File: config.mk
export PLATFORM = sky130hd
export DESIGN_NAME = rdseq_top
export DESIGN_NICKNAME = d
export VERILOG_FILES = /design/src/rtl/rdseq_pkg.sv /design/src/rtl/rdseq_issue.sv /design/src/rtl/rdseq_ctrl.sv /design/src/rtl/rdseq_dpath.sv /design/src/rtl/rdseq_top.sv
export SDC_FILE = /design/constraint.sdc
export NUM_CORES = 1
export LEC_CHECK = 0
export BUFFER_PORTS_ARGS = -buffer_cell sky130_fd_sc_hd__buf_4
export CORE_MARGIN = 8
export CORE_UTILIZATION = 30
export CTS_CLUSTER_DIAMETER = 150
export CTS_CLUSTER_SIZE = 14
export DETAILED_ROUTE_END_ITERATION = 12
export HOLD_SLACK_MARGIN = 0.03
export PLACE_DENSITY_LB_ADDON = 0.08
export RECOVER_POWER = 25
export SETUP_SLACK_MARGIN = 0.4
export SKIP_CTS_REPAIR_TIMING = 1
export SYNTH_ARGS = -nofsm -noshare
export SYNTH_HDL_FRONTEND = slang
export SYNTH_SLANG_ARGS = --single-unit
File: constraint.sdc
create_clock -name clk -period 2.9 [get_ports clk]
set_input_delay 0.58 -clock clk [delete_from_list [all_inputs] [get_ports clk]]
set_output_delay 0.58 -clock clk [all_outputs]
set_load 0.1 [all_outputs]
File: src/rtl/rdseq_pkg.sv
package rdseq_pkg;
  typedef enum logic [2:0] {
    ST_IDLE, ST_WAIT, ST_ALIGN, ST_ACK1, ST_ACK2, ST_QW1, ST_QW2, ST_DRAIN
  } rdseq_state_e;
endpackage

File: src/rtl/rdseq_issue.sv
module rdseq_issue #(
  parameter int ADDR_W = 12,
  parameter int LEN_W  = 2
) (
  input  logic              clk,
  input  logic              rst,
  input  logic              start,
  input  logic              start_burst,
  input  logic [ADDR_W-1:0] start_addr,
  input  logic [LEN_W-1:0]  start_len,
  input  logic              af_full,
  output logic              addr_push,
  output logic [ADDR_W-1:0] addr_out,
  output logic              last_pushed
);
  logic              busy_q;
  logic [LEN_W-1:0]  left_q;
  logic [ADDR_W-1:0] next_q;

  always_ff @(posedge clk) begin
    if (rst) begin
      addr_push   <= 1'b0;
      last_pushed <= 1'b0;
      busy_q      <= 1'b0;
      left_q      <= '0;
      addr_out    <= '0;
      next_q      <= '0;
    end else begin
      addr_push   <= 1'b0;
      last_pushed <= 1'b0;
      if (start) begin
        addr_push <= 1'b1;
        addr_out  <= start_addr;
        next_q    <= start_addr + ADDR_W'(1);
        if (start_burst) begin
          if (start_len == '0) begin
            last_pushed <= 1'b1;
          end else begin
            busy_q <= 1'b1;
            left_q <= start_len;
          end
        end
      end else if (busy_q && !af_full) begin
        addr_push <= 1'b1;
        addr_out  <= next_q;
        next_q    <= next_q + ADDR_W'(1);
        left_q    <= left_q - LEN_W'(1);
        if (left_q == LEN_W'(1)) begin
          busy_q      <= 1'b0;
          last_pushed <= 1'b1;
        end
      end
    end
  end
endmodule

File: src/rtl/rdseq_ctrl.sv
module rdseq_ctrl
  import rdseq_pkg::*;
#(
  parameter int LEN_W = 2
) (
  input  logic             clk,
  input  logic             rst,
  input  logic             sel,
  input  logic             rd_req,
  input  logic             burst,
  input  logic [LEN_W-1:0] burst_len,
  input  logic             af_full,
  input  logic             rd_valid,
  input  logic             bus_clk_lvl,
  input  logic             drain_last,
  input  logic             issue_last,
  output logic             start,
  output logic             cap_single,
  output logic             cap_burst,
  output logic             ack_next
);
  localparam int WL = LEN_W + 2;

  rdseq_state_e   st_q, st_d;
  logic           issuing_q;
  logic           mode_burst_q;
  logic [WL-1:0]  words_left_q;

  always_comb begin
    st_d       = st_q;
    start      = 1'b0;
    cap_single = 1'b0;
    cap_burst  = 1'b0;
    unique case (st_q)
      ST_IDLE: begin
        if (!issuing_q && sel && rd_req && !af_full) begin
          start = 1'b1;
          if (!burst) st_d = ST_WAIT;
        end else if (issuing_q && issue_last) begin
          st_d = ST_WAIT;
        end
      end
      ST_WAIT: begin
        if (rd_valid) begin
          if (mode_burst_q) begin
            cap_burst = 1'b1;
            st_d      = ST_QW1;
          end else begin
            cap_single = 1'b1;
            st_d       = bus_clk_lvl ? ST_ALIGN : ST_ACK1;
          end
        end
      end
      ST_ALIGN: st_d = ST_ACK1;
      ST_ACK1:  st_d = ST_ACK2;
      ST_ACK2:  st_d = ST_IDLE;
      ST_QW1: begin
        if (rd_valid) begin
          cap_burst = 1'b1;
          st_d      = ST_QW2;
        end
      end
      ST_QW2: begin
        if (words_left_q == '0) begin
          st_d = ST_DRAIN;
        end else if (rd_valid) begin
          cap_burst = 1'b1;
          st_d      = ST_QW1;
        end
      end
      ST_DRAIN: if (drain_last) st_d = ST_IDLE;
      default:  st_d = ST_IDLE;
    endcase
    ack_next = (st_d == ST_ACK1) || (st_d == ST_ACK2);
  end

  always_ff @(posedge clk) begin
    if (rst) begin
      st_q         <= ST_IDLE;
      issuing_q    <= 1'b0;
      mode_burst_q <= 1'b0;
      words_left_q <= '0;
    end else begin
      st_q <= st_d;
      if (start) begin
        mode_burst_q <= burst;
        issuing_q    <= burst;
        words_left_q <= (WL'(burst_len) + WL'(1)) << 1;
      end else begin
        if (issue_last) issuing_q <= 1'b0;
        if (cap_burst) words_left_q <= words_left_q - WL'(1);
      end
    end
  end
endmodule

File: src/rtl/rdseq_dpath.sv
module rdseq_dpath #(
  parameter int DATA_W = 16
) (
  input  logic              clk,
  input  logic              rst,
  input  logic [DATA_W-1:0] rd_word,
  input  logic              cap_single,
  input  logic              cap_burst,
  input  logic              ack_next,
  output logic              ack,
  output logic [DATA_W-1:0] bus_data,
  output logic              fifo_we,
  output logic [DATA_W-1:0] fifo_wdata
);
  logic [DATA_W-1:0] hold_q;

  always_ff @(posedge clk) begin
    if (rst) begin
      ack        <= 1'b0;
      bus_data   <= '0;
      fifo_we    <= 1'b0;
      fifo_wdata <= '0;
      hold_q     <= '0;
    end else begin
      fifo_we <= cap_burst;
      if (cap_burst)  fifo_wdata <= rd_word;
      if (cap_single) hold_q     <= rd_word;
      ack <= ack_next;
      if (ack_next) bus_data <= cap_single ? rd_word : hold_q;
      else          bus_data <= '0;
    end
  end
endmodule

File: src/rtl/rdseq_top.sv
module rdseq_top #(
  parameter int DATA_W = 16,
  parameter int ADDR_W = 12,
  parameter int LEN_W  = 2
) (
  input  logic              clk,
  input  logic              rst,
  input  logic              sel,
  input  logic              rd_req,
  input  logic              burst,
  input  logic [LEN_W-1:0]  burst_len,
  input  logic [ADDR_W-1:0] req_addr,
  input  logic              af_full,
  input  logic              rd_valid,
  input  logic [DATA_W-1:0] rd_word,
  input  logic              bus_clk_lvl,
  input  logic              drain_last,
  output logic              ack,
  output logic [DATA_W-1:0] bus_data,
  output logic              fifo_we,
  output logic [DATA_W-1:0] fifo_wdata,
  output logic              addr_push,
  output logic [ADDR_W-1:0] addr_out
);
  logic start, cap_single, cap_burst, ack_next, issue_last;

  rdseq_ctrl #(.LEN_W(LEN_W)) u_ctrl (
    .clk(clk), .rst(rst), .sel(sel), .rd_req(rd_req), .burst(burst),
    .burst_len(burst_len), .af_full(af_full), .rd_valid(rd_valid),
    .bus_clk_lvl(bus_clk_lvl), .drain_last(drain_last), .issue_last(issue_last),
    .start(start), .cap_single(cap_single), .cap_burst(cap_burst),
    .ack_next(ack_next)
  );

  rdseq_issue #(.ADDR_W(ADDR_W), .LEN_W(LEN_W)) u_issue (
    .clk(clk), .rst(rst), .start(start), .start_burst(burst),
    .start_addr(req_addr), .start_len(burst_len), .af_full(af_full),
    .addr_push(addr_push), .addr_out(addr_out), .last_pushed(issue_last)
  );

  rdseq_dpath #(.DATA_W(DATA_W)) u_dpath (
    .clk(clk), .rst(rst), .rd_word(rd_word), .cap_single(cap_single),
    .cap_burst(cap_burst), .ack_next(ack_next), .ack(ack),
    .bus_data(bus_data), .fifo_we(fifo_we), .fifo_wdata(fifo_wdata)
  );
endmodule

==> impl_metrics.env, run 1 <==
export IMPL_outcome="finished, final reports clean"
export IMPL_hpwl_mm=7.400
export IMPL_area_delta_synth_final_pct=24.73
export IMPL_antenna_found_initial=0
export IMPL_clock_sinks=88
export IMPL_power_uw=2688
export IMPL_crit_buf_inv=1
export IMPL_end_kind="primary output"
export IMPL_drt_wl_total_mm=10.44
export IMPL_gr_usage_met2_pct=20.14
export IMPL_place_gp_congestion=0.7845
export IMPL_grt_usage_pct=12.80
export IMPL_crit_arrival_ps=1580
export IMPL_io_pins=86
export IMPL_cts_tree="yes"
export IMPL_grt_max_degree=61
export IMPL_avgViaCountPerCell=4.727
export IMPL_wl_per_cell_um=14.54
export IMPL_startpoint_type="flop"
export IMPL_grt_setup_unrepaired="false"
export IMPL_grt_pass1_wl_mm=16.79
export IMPL_grt_pass1_vias=3348
export IMPL_first_pass_iters=4
export IMPL_die_area_um2=16640
export IMPL_power_per_cell_area_nw_per_um2=562.7
export IMPL_synth_distinct_cells=51
export IMPL_syn_inst=464
export IMPL_crit_required_ps=2320
export IMPL_gr_total_overflow=0
export IMPL_slew_headroom_pct=18.83
export IMPL_placed_cells=702
export IMPL_hold_viol=0
export IMPL_ant_nets=0
export IMPL_cts_htree_levels=3
export IMPL_synth_warning_count=0
export IMPL_synth_edf_count=0
export IMPL_num_rows=41
export IMPL_synth_area_per_cell_um2=8.254
export IMPL_top_usage_layer="met2"
export IMPL_die_w_um=129.0
export IMPL_cts_made_buffers=9
export IMPL_grt_use_met1_pct=15.38
export IMPL_ys_seq_elements=88
export IMPL_vias=3394
export IMPL_layout_nets=586
export IMPL_maxSlewViolCount=0
export IMPL_critical_path_class="reg -> out"
export IMPL_cp_slowest_cell="clkbuf_1"
export IMPL_synth_area_um2=3830
export IMPL_p_leak_uw=0.001787
export IMPL_fmax_mhz=464.0
export IMPL_cts_buffer_depth=2
export IMPL_clock_latency_ps=350
export IMPL_synth_fp_nets=509
export IMPL_layout_cells_non_filler=718
export IMPL_cpPeakStageDelay_ps=900
export IMPL_synth_seq_area_share_pct=46.00
export IMPL_max_cap_violations=0
export IMPL_root_buffer="clkbuf_16"
export IMPL_die_h_um=129.0
export IMPL_n_antenna_cell=0
export IMPL_layout_drive_gt1_share_pct=18.32
export IMPL_fin_skew_ps=6.345
export IMPL_clk_pin_slew_worst_paths_ps=70
export IMPL_hp_class="reg -> reg"
export IMPL_utilization_pct=38.01
export IMPL_async_reset_ff_share_pct=0
export IMPL_start_util_pct=30.47
export IMPL_vdd_drop_max_mv=0.2310
export IMPL_io_buffers=85
export IMPL_core_area_um2=12570
export IMPL_tns_ps=0
export IMPL_worstMarginPinSlew_ps=1223
export IMPL_setup_violations=0
export IMPL_path_cells="clkbuf_1"
export IMPL_globalRouteMet3Util_pct=3.848
export IMPL_drcViolationCount=0
export IMPL_first_iter_violations=163
export IMPL_period_needed_ps=2155
export IMPL_synth_flop_cell="dfxtp_1"
export IMPL_finalCritPeriodShare_pct=74.32
export IMPL_cp_top_family="buffers and inverters"
export IMPL_worstPathMaxFanout=1
layout by cell type, fill, tap and decap left out, types with 2 or more instances in the layout:
cell and n:
a31oi_1 3, nand3b_1 2, nor2_1 41, nand2_1 110, and2_4 10, clkbuf_1 32, and2_1 7, a211oi_1 10
xnor2_1 14, a21oi_1 40, nand2b_1 4, buf_4 64, clkinvlp_4 2, inv_1 7, dfxtp_1 88, clkbuf_16 9
and3_1 4, inv_6 3, ha_1 6, and4b_1 2, a32o_1 3, o22ai_1 2, nor2b_1 4, nand3_1 21
o21ai_1 12, nor3_1 3, o21ai_0 4, nand4_1 7, xor2_1 8
state kept, by name, summed over array words and instances, names as in the netlist:
register             count
u_dpath.hold_q          16
u_dpath.fifo_we          1
u_ctrl.issuing_q         1
u_ctrl.st_q              3
u_issue.left_q           2
u_ctrl.words_left_q      4
u_issue.busy_q           1
u_dpath.bus_data        16
u_dpath.fifo_wdata      16
u_dpath.ack              1
u_issue.addr_push        1
u_ctrl.mode_burst_q      1
u_issue.addr_out        12
u_issue.next_q          12
u_issue.last_pushed      1
layer usage:
layer	share of wire (%)	vias to the layer above
li1	-	1703
met1	47	1592
met2	44	82
met3	6.1	17
met4	2.3	0
met5	0	-
worst paths after layout:
check	start	to	slack, ps	cells after the start
min	u_dpath.fifo_wdata[13]	u_dpath.fifo_wdata[13]	450	2
max reg2reg	u_ctrl.st_q[2]	u_dpath.bus_data[13]	800	7
max	u_dpath.bus_data[0]	bus_data[0]	740	1
min reg2reg	u_dpath.fifo_wdata[13]	u_dpath.fifo_wdata[13]	450	2
cell type report:
cell class	count	area, µm²
fillers	1346	7791
multi-input cells	339	1884
flip-flops and latches	88	1762
repair buffers	96	600.6
clock buffers	10	239.0
well taps	172	215.2
clock inverters	6	50.05
inverters	7	26.28
cells by family (layout without fill, tap and decap cells):
family | count (synthesis) | in the layout | synth area share [%]
adders and majority gates | 6 | 6 | 1.960
AOI/OAI and AO/OA | 83 | 83 | 13.82
xor gates and xnor gates | 22 | 22 | 5.031
and+or+nand+nor | 228 | 228 | 28.49
buffers and inverters | 37 | 119 | 4.704
DFF | 88 | 88 | 46.00
report_power, final:
group	internal [µW]	total [µW]	switching [µW]
registers	1240	1260	24.2
logic	99.1	294	195
clock network	615	1130	517
total	1950	2690	736
cells in the mapped netlist, types with 6 or more instances:
cell type | instances | area [µm²]
nand2_1 | 110 | 412.9
nand3_1 | 21 | 105.1
dfxtp_1 | 88 | 1762
ha_1 | 6 | 75.07
nor2_1 | 41 | 153.9
a21oi_1 | 39 | 195.2
xnor2_1 | 14 | 122.6
xor2_1 | 8 | 70.07
and2_1 | 7 | 43.79
nand4_1 | 7 | 43.79
a211oi_1 | 10 | 75.07
clkbuf_1 | 18 | 67.56
and2_4 | 10 | 87.58
o21ai_1 | 12 | 60.06
buf_2 | 6 | 30.03
inv_1 | 7 | 26.28
through the flow:
| stage | worst slack [ps] | hold slack (ps) | cell area, µm² |
|---|---|---|---|
| after detailed placement | 433.4 | 450.7 | 4612 |
| final | 744.9 | 454.5 | 4777 |
| after CTS | 797.0 | 460.6 | 4901 |
| after global placement | 492.0 | 440.4 | 4612 |
| after global routing | 571.5 | 472.2 | 4777 |
| after floorplan | 405.1 | 433.9 | 3830 |
(Power assumes the default switching activity.)
==> run 2, diff against run 1 <==
- clock period: 2.9 -> 1.8 ns (I/O delays scaled with it)
==> impl_metrics.env, run 2 (same netlist as run 1, synthesis figures left out) <==
export IMPL_crit_arrival_ps=2150
export IMPL_layout_nets=627
export IMPL_io_buffers=85
export IMPL_cts_tree="yes"
export IMPL_setup_violations=4
export IMPL_hold_viol=0
export IMPL_grt_usage_pct=12.94
export IMPL_whs_endpoint="u_issue.next_q[0]"
export IMPL_slew_headroom_pct=45.38
export IMPL_die_w_um=129.0
export IMPL_clock_sinks=88
export IMPL_cts_made_buffers=9
export IMPL_startpoint_type="flop"
export IMPL_dp_worst_setup_slack_ps=-355.6
export IMPL_mostFrequentLayoutCell="buf_4"
export IMPL_worstMarginPinSlew_ps=819.3
export IMPL_place_gp_congestion=0.7921
export IMPL_finalCritPeriodShare_pct=106.6
export IMPL_grt_pass1_vias=3410
export IMPL_hpwl_mm=7.809
export IMPL_power_per_cell_area_nw_per_um2=768.4
export IMPL_tns_ps=-286.2
export IMPL_avgViaCountPerCell=4.730
export IMPL_seqPwrFrac_pct=43.5
export IMPL_worstReg2RegStart="u_ctrl.issuing_q"
export IMPL_r2r_slack_ps=-120
export IMPL_pwr_share_clk_pct=42.2
export IMPL_die_h_um=129.0
export IMPL_cts_buffer_depth=2
export IMPL_vias=3590
export IMPL_layout_drive_gt1_share_pct=52.98
export IMPL_antenna_found_initial=0
export IMPL_rr_endpoint="u_issue.next_q[10]"
export IMPL_grt_setup_unrepaired="true"
export IMPL_min_from="req_addr[0]"
export IMPL_crit_required_ps=2030
export IMPL_root_buffer="clkbuf_16"
export IMPL_start_util_pct=30.47
export IMPL_wl_per_cell_um=15.16
export IMPL_mostFrequentLayoutCells="buf_4, dfxtp_1, nand2_1, nor2_1, a21oi_2"
export IMPL_violations="negative setup slack"
export IMPL_die_area_um2=16640
export IMPL_maxSlewViolCount=0
export IMPL_multi_input_area_um2=2555
export IMPL_worstPathMaxFanout=5
export IMPL_area_delta_synth_final_pct=58.64
export IMPL_grt_max_degree=57
export IMPL_worst_slack_ps=-118.8
export IMPL_switching_share_pct=27.44
export IMPL_end_kind="flop"
export IMPL_first_pass_iters=4
export IMPL_clk_pin_slew_worst_paths_ps=70
export IMPL_final_fill_count=1237
export IMPL_combinationalPowerShare_pct=14.3
export IMPL_gr_total_overflow=0
export IMPL_fmax_mhz=521.2
export IMPL_crit_start="u_ctrl.issuing_q"
export IMPL_period_needed_ps=1919
export IMPL_critical_path_class="reg -> reg"
export IMPL_whs_ps=235.6
export IMPL_utilization_pct=48.34
export IMPL_max_cap_violations=0
export IMPL_core_area_um2=12570
export IMPL_layout_cells_non_filler=759
export IMPL_vdd_drop_max_mv=0.3659
export IMPL_drcViolationCount=0
export IMPL_placed_cells=719
export IMPL_outcome="finished, violations left"
export IMPL_p_int_uw=3387
export IMPL_drt_wl_total_mm=11.51
export IMPL_r2r_cells=10
export IMPL_reg_largest_list="u_dpath.bus_data: 16 flops, u_dpath.fifo_wdata: 16 flops, u_dpath.hold_q: 16 flops"
export IMPL_io_pins=86
export IMPL_n_antenna_cell=0
export IMPL_grt_pass1_wl_mm=17.16
export IMPL_ant_nets=0
export IMPL_hold_depth=2
export IMPL_hp_class="in -> reg"
export IMPL_p_leak_uw=0.002482
export IMPL_num_rows=41
export IMPL_cts_htree_levels=3
export IMPL_clock_latency_ps=350
export IMPL_fin_skew_ps=6.947
export IMPL_p_switching_uw=1281
export IMPL_first_iter_violations=170
export IMPL_seqCellArea_um2=1784
run 2: cell count changes in the layout (fill, tap and decap cells not counted), sizes merged:
cell	previous run	this run
buf	64	111
clkbuf	42	36
clkinv	1	3
clkinvlp	2	0
bufinv	0	1
inv	10	9
run 2: power by group through the flow:
| stage | clock (µW) | combinational, µW | sequential [µW] |
|---|---|---|---|
| after floorplan | 0 | 218 | 2190 |
| after global placement | 0 | 528 | 2070 |
| after detailed placement | 0 | 529 | 2070 |
| after CTS | 2020 | 530 | 2030 |
| after global routing | 2090 | 717 | 2040 |
| final | 1970 | 668 | 2030 |
run 2: layout make-up:
cell class	count	area share (%)
repair buffers	137	19.42
flip-flops and latches	88	29.37
multi-input cells	339	42.05
well taps	172	3.542
clock buffers	10	3.933
inverters	7	0.4736
clock inverters	6	1.215
run 2: through the flow:
| stage | power (µW) | instance area [µm²] |
|---|---|---|
| finish | 4669 | 6076 |
| global route | 4849 | 6076 |
| CTS | 4584 | 5164 |
| detailed placement | 2604 | 4851 |
| global placement | 2602 | 4851 |
| floorplan | 2407 | 3936 |
run 2: worst max-delay path by stage:
stage	endpoint	slack, ps	cells past startpoint
floorplan	u_issue.next_q[10]	-180	12
finish	u_issue.next_q[10]	-120	10
CTS	u_issue.next_q[10]	-170	10
detailed placement	u_issue.next_q[10]	-360	11
global placement	u_issue.next_q[10]	-230	11
global route	u_issue.next_q[10]	-220	10
run 2: routing by layer:
layer / wire length [µm] / global-route usage (%)
met5: 0 / 0
met4: 162 / 5.390
met3: 560 / 3.269
met2: 5714 / 21.55
met1: 5072 / 15.55
run 2: critical path: stages (launching register included):
cell and delay [ps]:
dfxtp_2 330, nor4b_4 330, and3_4 260, nand2_2 60, nand2_2 80, ha_4 170
nand3_4 90, nor2_4 90, nand4_1 100, xor2_1 180, o22ai_1 110
